File: src/rtl/spi_run_pkg.sv
package spi_run_pkg;
  typedef enum logic {
    ST_STOPPED = 1'b0,
    ST_RUNNING = 1'b1
  } run_state_t;
endpackage

File: src/rtl/spi_run_fifo.sv
module spi_run_fifo #(
  parameter int W     = 16,
  parameter int DEPTH = 4
) (
  input  logic         clk,
  input  logic         rst,
  input  logic         push,
  input  logic [W-1:0] wdata,
  input  logic         pop,
  output logic [W-1:0] rdata,
  output logic         empty,
  output logic         full
);
  localparam int AW = $clog2(DEPTH);

  logic [W-1:0]  mem [DEPTH];
  logic [AW-1:0] wr_ptr, rd_ptr;
  logic [AW:0]   count;
  logic          do_push, do_pop;

  function automatic logic [AW-1:0] step(input logic [AW-1:0] p);
    return (p == AW'(DEPTH - 1)) ? '0 : p + 1'b1;
  endfunction

  assign empty   = (count == '0);
  assign full    = (count == (AW+1)'(DEPTH));
  assign do_push = push && !full;
  assign do_pop  = pop && !empty;
  assign rdata   = mem[rd_ptr];

  always_ff @(posedge clk) begin
    if (do_push) mem[wr_ptr] <= wdata;
  end

  always_ff @(posedge clk) begin
    if (rst) begin
      wr_ptr <= '0;
      rd_ptr <= '0;
      count  <= '0;
    end else begin
      if (do_push) wr_ptr <= step(wr_ptr);
      if (do_pop)  rd_ptr <= step(rd_ptr);
      case ({do_push, do_pop})
        2'b10:   count <= count + 1'b1;
        2'b01:   count <= count - 1'b1;
        default: count <= count;
      endcase
    end
  end
endmodule

File: src/rtl/spi_run_ctrl.sv
module spi_run_ctrl
  import spi_run_pkg::*;
(
  input  logic clk,
  input  logic rst,
  input  logic stop_cause,
  input  logic busy,
  output logic running
);
  run_state_t state;

  always_ff @(posedge clk) begin
    if (rst) begin
      state <= ST_STOPPED;
    end else begin
      case (state)
        ST_STOPPED: if (!stop_cause)         state <= ST_RUNNING;
        ST_RUNNING: if (stop_cause && !busy) state <= ST_STOPPED;
        default:                             state <= ST_STOPPED;
      endcase
    end
  end

  assign running = (state == ST_RUNNING);
endmodule

File: src/rtl/spi_run_shifter.sv
module spi_run_shifter #(
  parameter int DATA_W = 16,
  parameter int DIV_W  = 4,
  parameter int LEN_W  = 5
) (
  input  logic              clk,
  input  logic              rst,
  input  logic              start,
  input  logic [DATA_W-1:0] tx_word,
  input  logic [LEN_W-1:0]  len,
  input  logic [DIV_W-1:0]  div,
  input  logic              miso,
  output logic              busy,
  output logic              sck,
  output logic              mosi,
  output logic              cs_n,
  output logic              done,
  output logic [DATA_W-1:0] rx_word
);
  logic [DATA_W-1:0] tx_sh, rx_sh;
  logic [LEN_W-1:0]  bits_left;
  logic [DIV_W-1:0]  cnt, div_q;

  always_ff @(posedge clk) begin
    if (rst) begin
      tx_sh     <= '0;
      rx_sh     <= '0;
      bits_left <= '0;
      cnt       <= '0;
      div_q     <= '0;
      busy      <= 1'b0;
      sck       <= 1'b0;
      cs_n      <= 1'b1;
      done      <= 1'b0;
    end else begin
      done <= 1'b0;
      if (start) begin
        tx_sh     <= tx_word << (LEN_W'(DATA_W) - len);
        rx_sh     <= '0;
        bits_left <= len;
        cnt       <= '0;
        div_q     <= div;
        busy      <= 1'b1;
        sck       <= 1'b0;
        cs_n      <= 1'b0;
      end else if (busy) begin
        if (cnt == div_q) begin
          cnt <= '0;
          if (!sck) begin
            sck   <= 1'b1;
            rx_sh <= {rx_sh[DATA_W-2:0], miso};
          end else begin
            sck       <= 1'b0;
            tx_sh     <= tx_sh << 1;
            bits_left <= bits_left - 1'b1;
            if (bits_left == LEN_W'(1)) begin
              busy <= 1'b0;
              cs_n <= 1'b1;
              done <= 1'b1;
            end
          end
        end else begin
          cnt <= cnt + 1'b1;
        end
      end
    end
  end

  assign mosi    = tx_sh[DATA_W-1];
  assign rx_word = rx_sh;
endmodule

File: src/rtl/spi_run_master.sv
module spi_run_master #(
  parameter int DATA_W  = 16,
  parameter int DEPTH   = 4,
  parameter int DIV_W   = 4,
  parameter int MIN_LEN = 4,
  parameter int LEN_W   = $clog2(DATA_W + 1)
) (
  input  logic              clk,
  input  logic              rst,
  input  logic              halt_req,
  input  logic              eoq_flag,
  input  logic              debug_mode,
  input  logic              freeze_en,
  input  logic [LEN_W-1:0]  frame_len,
  input  logic [DIV_W-1:0]  clk_div,
  input  logic [DATA_W-1:0] tx_data,
  input  logic              tx_push,
  output logic              tx_full,
  output logic [DATA_W-1:0] rx_data,
  output logic              rx_empty,
  input  logic              rx_pop,
  output logic              running,
  output logic              rx_ovf,
  output logic              sck,
  output logic              mosi,
  input  logic              miso,
  output logic              cs_n
);
  logic              stop_cause, start, busy, done;
  logic              tx_empty, rx_full;
  logic [DATA_W-1:0] tx_head, rx_word;
  logic [LEN_W-1:0]  len_eff;

  assign stop_cause = eoq_flag || halt_req || (debug_mode && freeze_en);
  assign start      = running && !stop_cause && !tx_empty && !busy;

  always_comb begin
    if (frame_len < LEN_W'(MIN_LEN))     len_eff = LEN_W'(MIN_LEN);
    else if (frame_len > LEN_W'(DATA_W)) len_eff = LEN_W'(DATA_W);
    else                                 len_eff = frame_len;
  end

  spi_run_ctrl u_ctrl (
    .clk(clk), .rst(rst), .stop_cause(stop_cause), .busy(busy), .running(running)
  );

  spi_run_fifo #(.W(DATA_W), .DEPTH(DEPTH)) u_txq (
    .clk(clk), .rst(rst), .push(tx_push), .wdata(tx_data), .pop(start),
    .rdata(tx_head), .empty(tx_empty), .full(tx_full)
  );

  spi_run_shifter #(.DATA_W(DATA_W), .DIV_W(DIV_W), .LEN_W(LEN_W)) u_shift (
    .clk(clk), .rst(rst), .start(start), .tx_word(tx_head), .len(len_eff),
    .div(clk_div), .miso(miso), .busy(busy), .sck(sck), .mosi(mosi),
    .cs_n(cs_n), .done(done), .rx_word(rx_word)
  );

  spi_run_fifo #(.W(DATA_W), .DEPTH(DEPTH)) u_rxq (
    .clk(clk), .rst(rst), .push(done && !rx_full), .wdata(rx_word), .pop(rx_pop),
    .rdata(rx_data), .empty(rx_empty), .full(rx_full)
  );

  always_ff @(posedge clk) begin
    if (rst)                  rx_ovf <= 1'b0;
    else if (done && rx_full) rx_ovf <= 1'b1;
  end
endmodule

File: config.mk
export PLATFORM = sky130hd
export DESIGN_NAME = spi_run_master
export DESIGN_NICKNAME = d
export VERILOG_FILES = /design/src/rtl/spi_run_pkg.sv /design/src/rtl/spi_run_fifo.sv /design/src/rtl/spi_run_ctrl.sv /design/src/rtl/spi_run_shifter.sv /design/src/rtl/spi_run_master.sv
export SDC_FILE = /design/constraint.sdc
export NUM_CORES = 1
export LEC_CHECK = 0
export BUFFER_PORTS_ARGS = -buffer_cell sky130_fd_sc_hd__buf_4
export CAP_MARGIN = 20
export CORE_ASPECT_RATIO = 0.7
export CORE_MARGIN = 4
export CORE_UTILIZATION = 40
export DETAILED_ROUTE_END_ITERATION = 16
export PLACE_DENSITY_LB_ADDON = 0.3
export SYNTH_ARGS = -nofsm -noshare
export SYNTH_HDL_FRONTEND = slang
export SYNTH_SLANG_ARGS = --single-unit
File: constraint.sdc
create_clock -name clk -period 3.2 [get_ports clk]
set_input_delay 0.96 -clock clk [delete_from_list [all_inputs] [get_ports clk]]
set_output_delay 0.96 -clock clk [all_outputs]
set_load 0.01 [all_outputs]
==> flow_summary_export.csv <==
group,metric,value,unit
outcome,status,"finished clean",
critical_path,worstPathRequired,2240,ps
synth,synth_area_leaders,"edfxtp_1 (46%), dfxtp_1 (17%), mux4_2 (7.5%)",
sta,tightest_slew,963,ps
sta,hold_viol_final,0,
finish,finish.instance_area,9680,sq um
die,core,20200,sq um
critical_path,critPathLaunchType,"register",
routing,drt_first_pass_iters,5,
clock_network,cts_buffers,17,
synth,netlist_area,8370,sq um
sta,clock.fmax,358,MHz
routing,vias,5110,
routing,post-route-drc-count,0,
synth,synth_top_area_share,0.459,
finish,fill_cells,1737,
critical_path,path_buf_inv,2,
grt,grt.total_usage,0.151,
routing,drtAntennaViolNets,0,
sta,setup_violations,0,
synth,syn-num-nets,666,
synth,synth_flop_cell,"edfxtp_1",
flow_run,maxCapViolations,0,
clock_network,ctsResizeCount,0,
hold_path,hold_path_end,"u_shift.cs_n",
finish,area_delta_synth_final,15.7,%
critical_path,crit_top_cell,"buf_4",
clock_network,cts_sinks,197,
critical_path,crit_path_max_fanout,16,
synth,ys_seq_area_frac,0.624,
synth,synth-edff-count,128,
critical_path,crit_slowest_cell,"mux4_2",
clock_network,cts_hold_buffers,0,
critical_path,crit_family,"multiplexers",
placed_design,place.gp.congestion,0.876,
grt,busiest_layer,"met2",
synth,ys_ff_latch,197,
hold_path,hp-class,"register to register",
die,start_util,0.415,
sta,period_needed,2790,ps
die,die_w,181,um
sta,rsz0062_at_grt,"false",
sta,finalMaxSlewViolations,0,
pwr,leakagePower,3.40,nW
clock_network,clock_latency,440,ps
die,rows,43,
synth,avgSynthCellArea,13.6,sq um
synth,synth_xor_area_frac,0.0167,
clock_network,clk_path_buf_depth,2,
sta,clock_skew,11.7,ps
finish,nets,728,
critical_path,cp.arrival,1830,ps
grt,use_met1,0.217,
clock_network,cts_setup_buffers,0,
finish,diodes,0,
routing,wl_per_cell,17.8,um
synth,synth_warnings,0,
grt,grt_antenna_before_repair,0,
synth,synth_adder_area_share,0.0287,
critical_path,crit_chain,"buf_4, mux4_2, buf_4",
finish,final_common_cell,"edfxtp_1",
routing,viasPerCell,5.33,
die,die_h,129,um
placed_design,io_buffers,56,
critical_path,worstSetupPathType,"register to output port",
critical_path,max_stage_delay,590,ps
critical_path,reg2reg_slack,780,ps
sta,relSlewSlack,0.358,
critical_path,worstSetupEndpointType,"output port",
sta,tns,0,ps
die,dieArea,23300,sq um
grt,grt_pass1_vias,5076,
clock_network,cts_max_level,4,
grt,met2_usage,0.233,
finish,final_util,0.480,
routing,routed_wl,17100,um
finish,multiInputGateArea,2900,sq um
clock_network,tritoncts,"yes",
grt,overflow,0,
grt,grt_max_degree,39,
sta,period_share,0.872,
hold_path,hp-start,"u_shift.cs_n",
finish,drive_above_1_share,0.216,
pwr,max-vdd-ir-drop,0.000294,V
pwr,power_density,527,nW/um^2
synth,async_flop_share,0,
finish,final_cell_mix,"edfxtp_1 (128), nand2_1 (77), buf_4 (75)",
critical_path,rr_endpoint,"u_shift.tx_sh[11]",
critical_path,ff2ff_path_depth,6,
synth,synth.area.mux_share,0.131,
finish,regArea,5230,sq um
clock_network,clk_pin_slew,70,ps
placed_design,dpl_cell_area,9100,sq um
synth,yosysTopAreaCell,"edfxtp_1",
hold_path,min_path_cells,2,
synth,synth_cell_types,58,
grt,grt_pass1_wl,27600,um
synth,synthCells,614,
clock_network,ctsRootBufferMaster,"clkbuf_16",
routing,drt_first_iter_violations,386,
synth,synth_compound_gate_area_share,0.0764,
grt,gr-usage-met3,0.0345,
synth,yosys.area_share.simple,0.0933,
placed_design,hpwl,11800,um
die,io_pins,57,
synth,synth_top_family_by_area,"multiplexers",
==> metal layers <==
| metal | routed length [um] | vias up |
|---|---|---|
| met1 | 8090 | 2535 |
| met4 | 201 | 0 |
| met2 | 7870 | 136 |
| li1 | - | 2419 |
| met5 | 0 | - |
| met3 | 894 | 20 |
==> state kept, by name, summed over array words and instances, names as in the netlist, 4 cells and up, named ones only <==
register,flops
u_shift.bits_left,5
u_shift.tx_sh,16
u_shift.rx_word,16
u_rxq.mem,64
u_txq.mem,64
u_shift.cnt,4
u_shift.div_q,4
==> report_power, final <==
group          switching (mW)  total (mW)  internal [mW]  leakage (nW)
Combinational           0.179       0.306          0.127          1.39
Clock                   0.998        2.05           1.06         0.282
Sequential             0.0137        2.75           2.73          1.73
==> per-stage QoR <==
| step | setup WS (ps) | hold WS [ps] | cells | power (mW) |
|---|---|---|---|---|
| 2_1_floorplan | -14.5 | 449 | 614 | 2.99 |
| 3_3_place_gp | 148 | 450 | 927 | 3.10 |
| 3_5_place_dp | -5.81 | 457 | 927 | 3.11 |
| 4_1_cts | 364 | 468 | 959 | 5.15 |
| 5_1_grt | 296 | 493 | 959 | 5.29 |
| 6_report | 409 | 471 | 959 | 5.11 |
==> layout make-up <==
class | instances | area share
inverter | 21 | 0.00827
tap | 270 | 0.0349
multi-input combinational | 364 | 0.300
clock buffer | 18 | 0.0454
timing repair buffer | 75 | 0.0582
clock inverter | 14 | 0.0140
sequential | 197 | 0.540
==> worst register-to-register path, stage by stage, from the launching register on <==
cell and delay [ps]:
dfxtp_1 310, buf_4 290, mux4_1 710, mux4_2 550
mux2_4 300, nand3_2 80, o211ai_2 70
==> worst max-delay path by stage <==
stage,slack (ps),endpoint,cells past startpoint,startpoint
floorplan,-10,u_txq.count[2],11,debug_mode
global placement,150,u_txq.count[2],10,debug_mode
detailed placement,-6,u_txq.count[2],10,debug_mode
CTS,360,rx_data[9],3,register
global route,300,rx_data[9],3,register
finish,410,rx_data[9],3,register
==> cell families (layout without fill, tap and decap cells) <==
group                    Yosys count  count (layout)
AO/OA/AOI/OAI                     99              99
XOR/XNOR                          16              16
adder cells (fa/ha/maj)           18              18
buffers and inverters             53             128
flip-flops                       197             197
multiplexers                      61              61
AND/OR/NAND/NOR                  170             170
==> cells in the mapped netlist (2+ instances only) <==
master	number
edfxtp_1	128
nand2_1	77
dfxtp_1	69
nor2_1	43
a21oi_1	41
mux4_2	28
mux2i_1	22
clkbuf_1	20
inv_1	20
ha_1	16
o21ai_0	16
xor2_1	9
mux4_1	8
and2_1	7
and3_1	7
nor3_1	7
xnor2_1	7
a211oi_1	6
nand4_1	6
nand3_1	5
or3_1	5
a22oi_1	4
a311oi_1	4
a31oi_1	4
buf_2	4
o21a_1	4
a221oi_1	3
a32oi_1	3
buf_1	3
a211o_1	2
buf_4	2
buf_6	2
fa_1	2
mux2_2	2
nor3_4	2
nor4b_1	2
o31a_1	2
or2_2	2
Power figures use the tool's default switching activity.
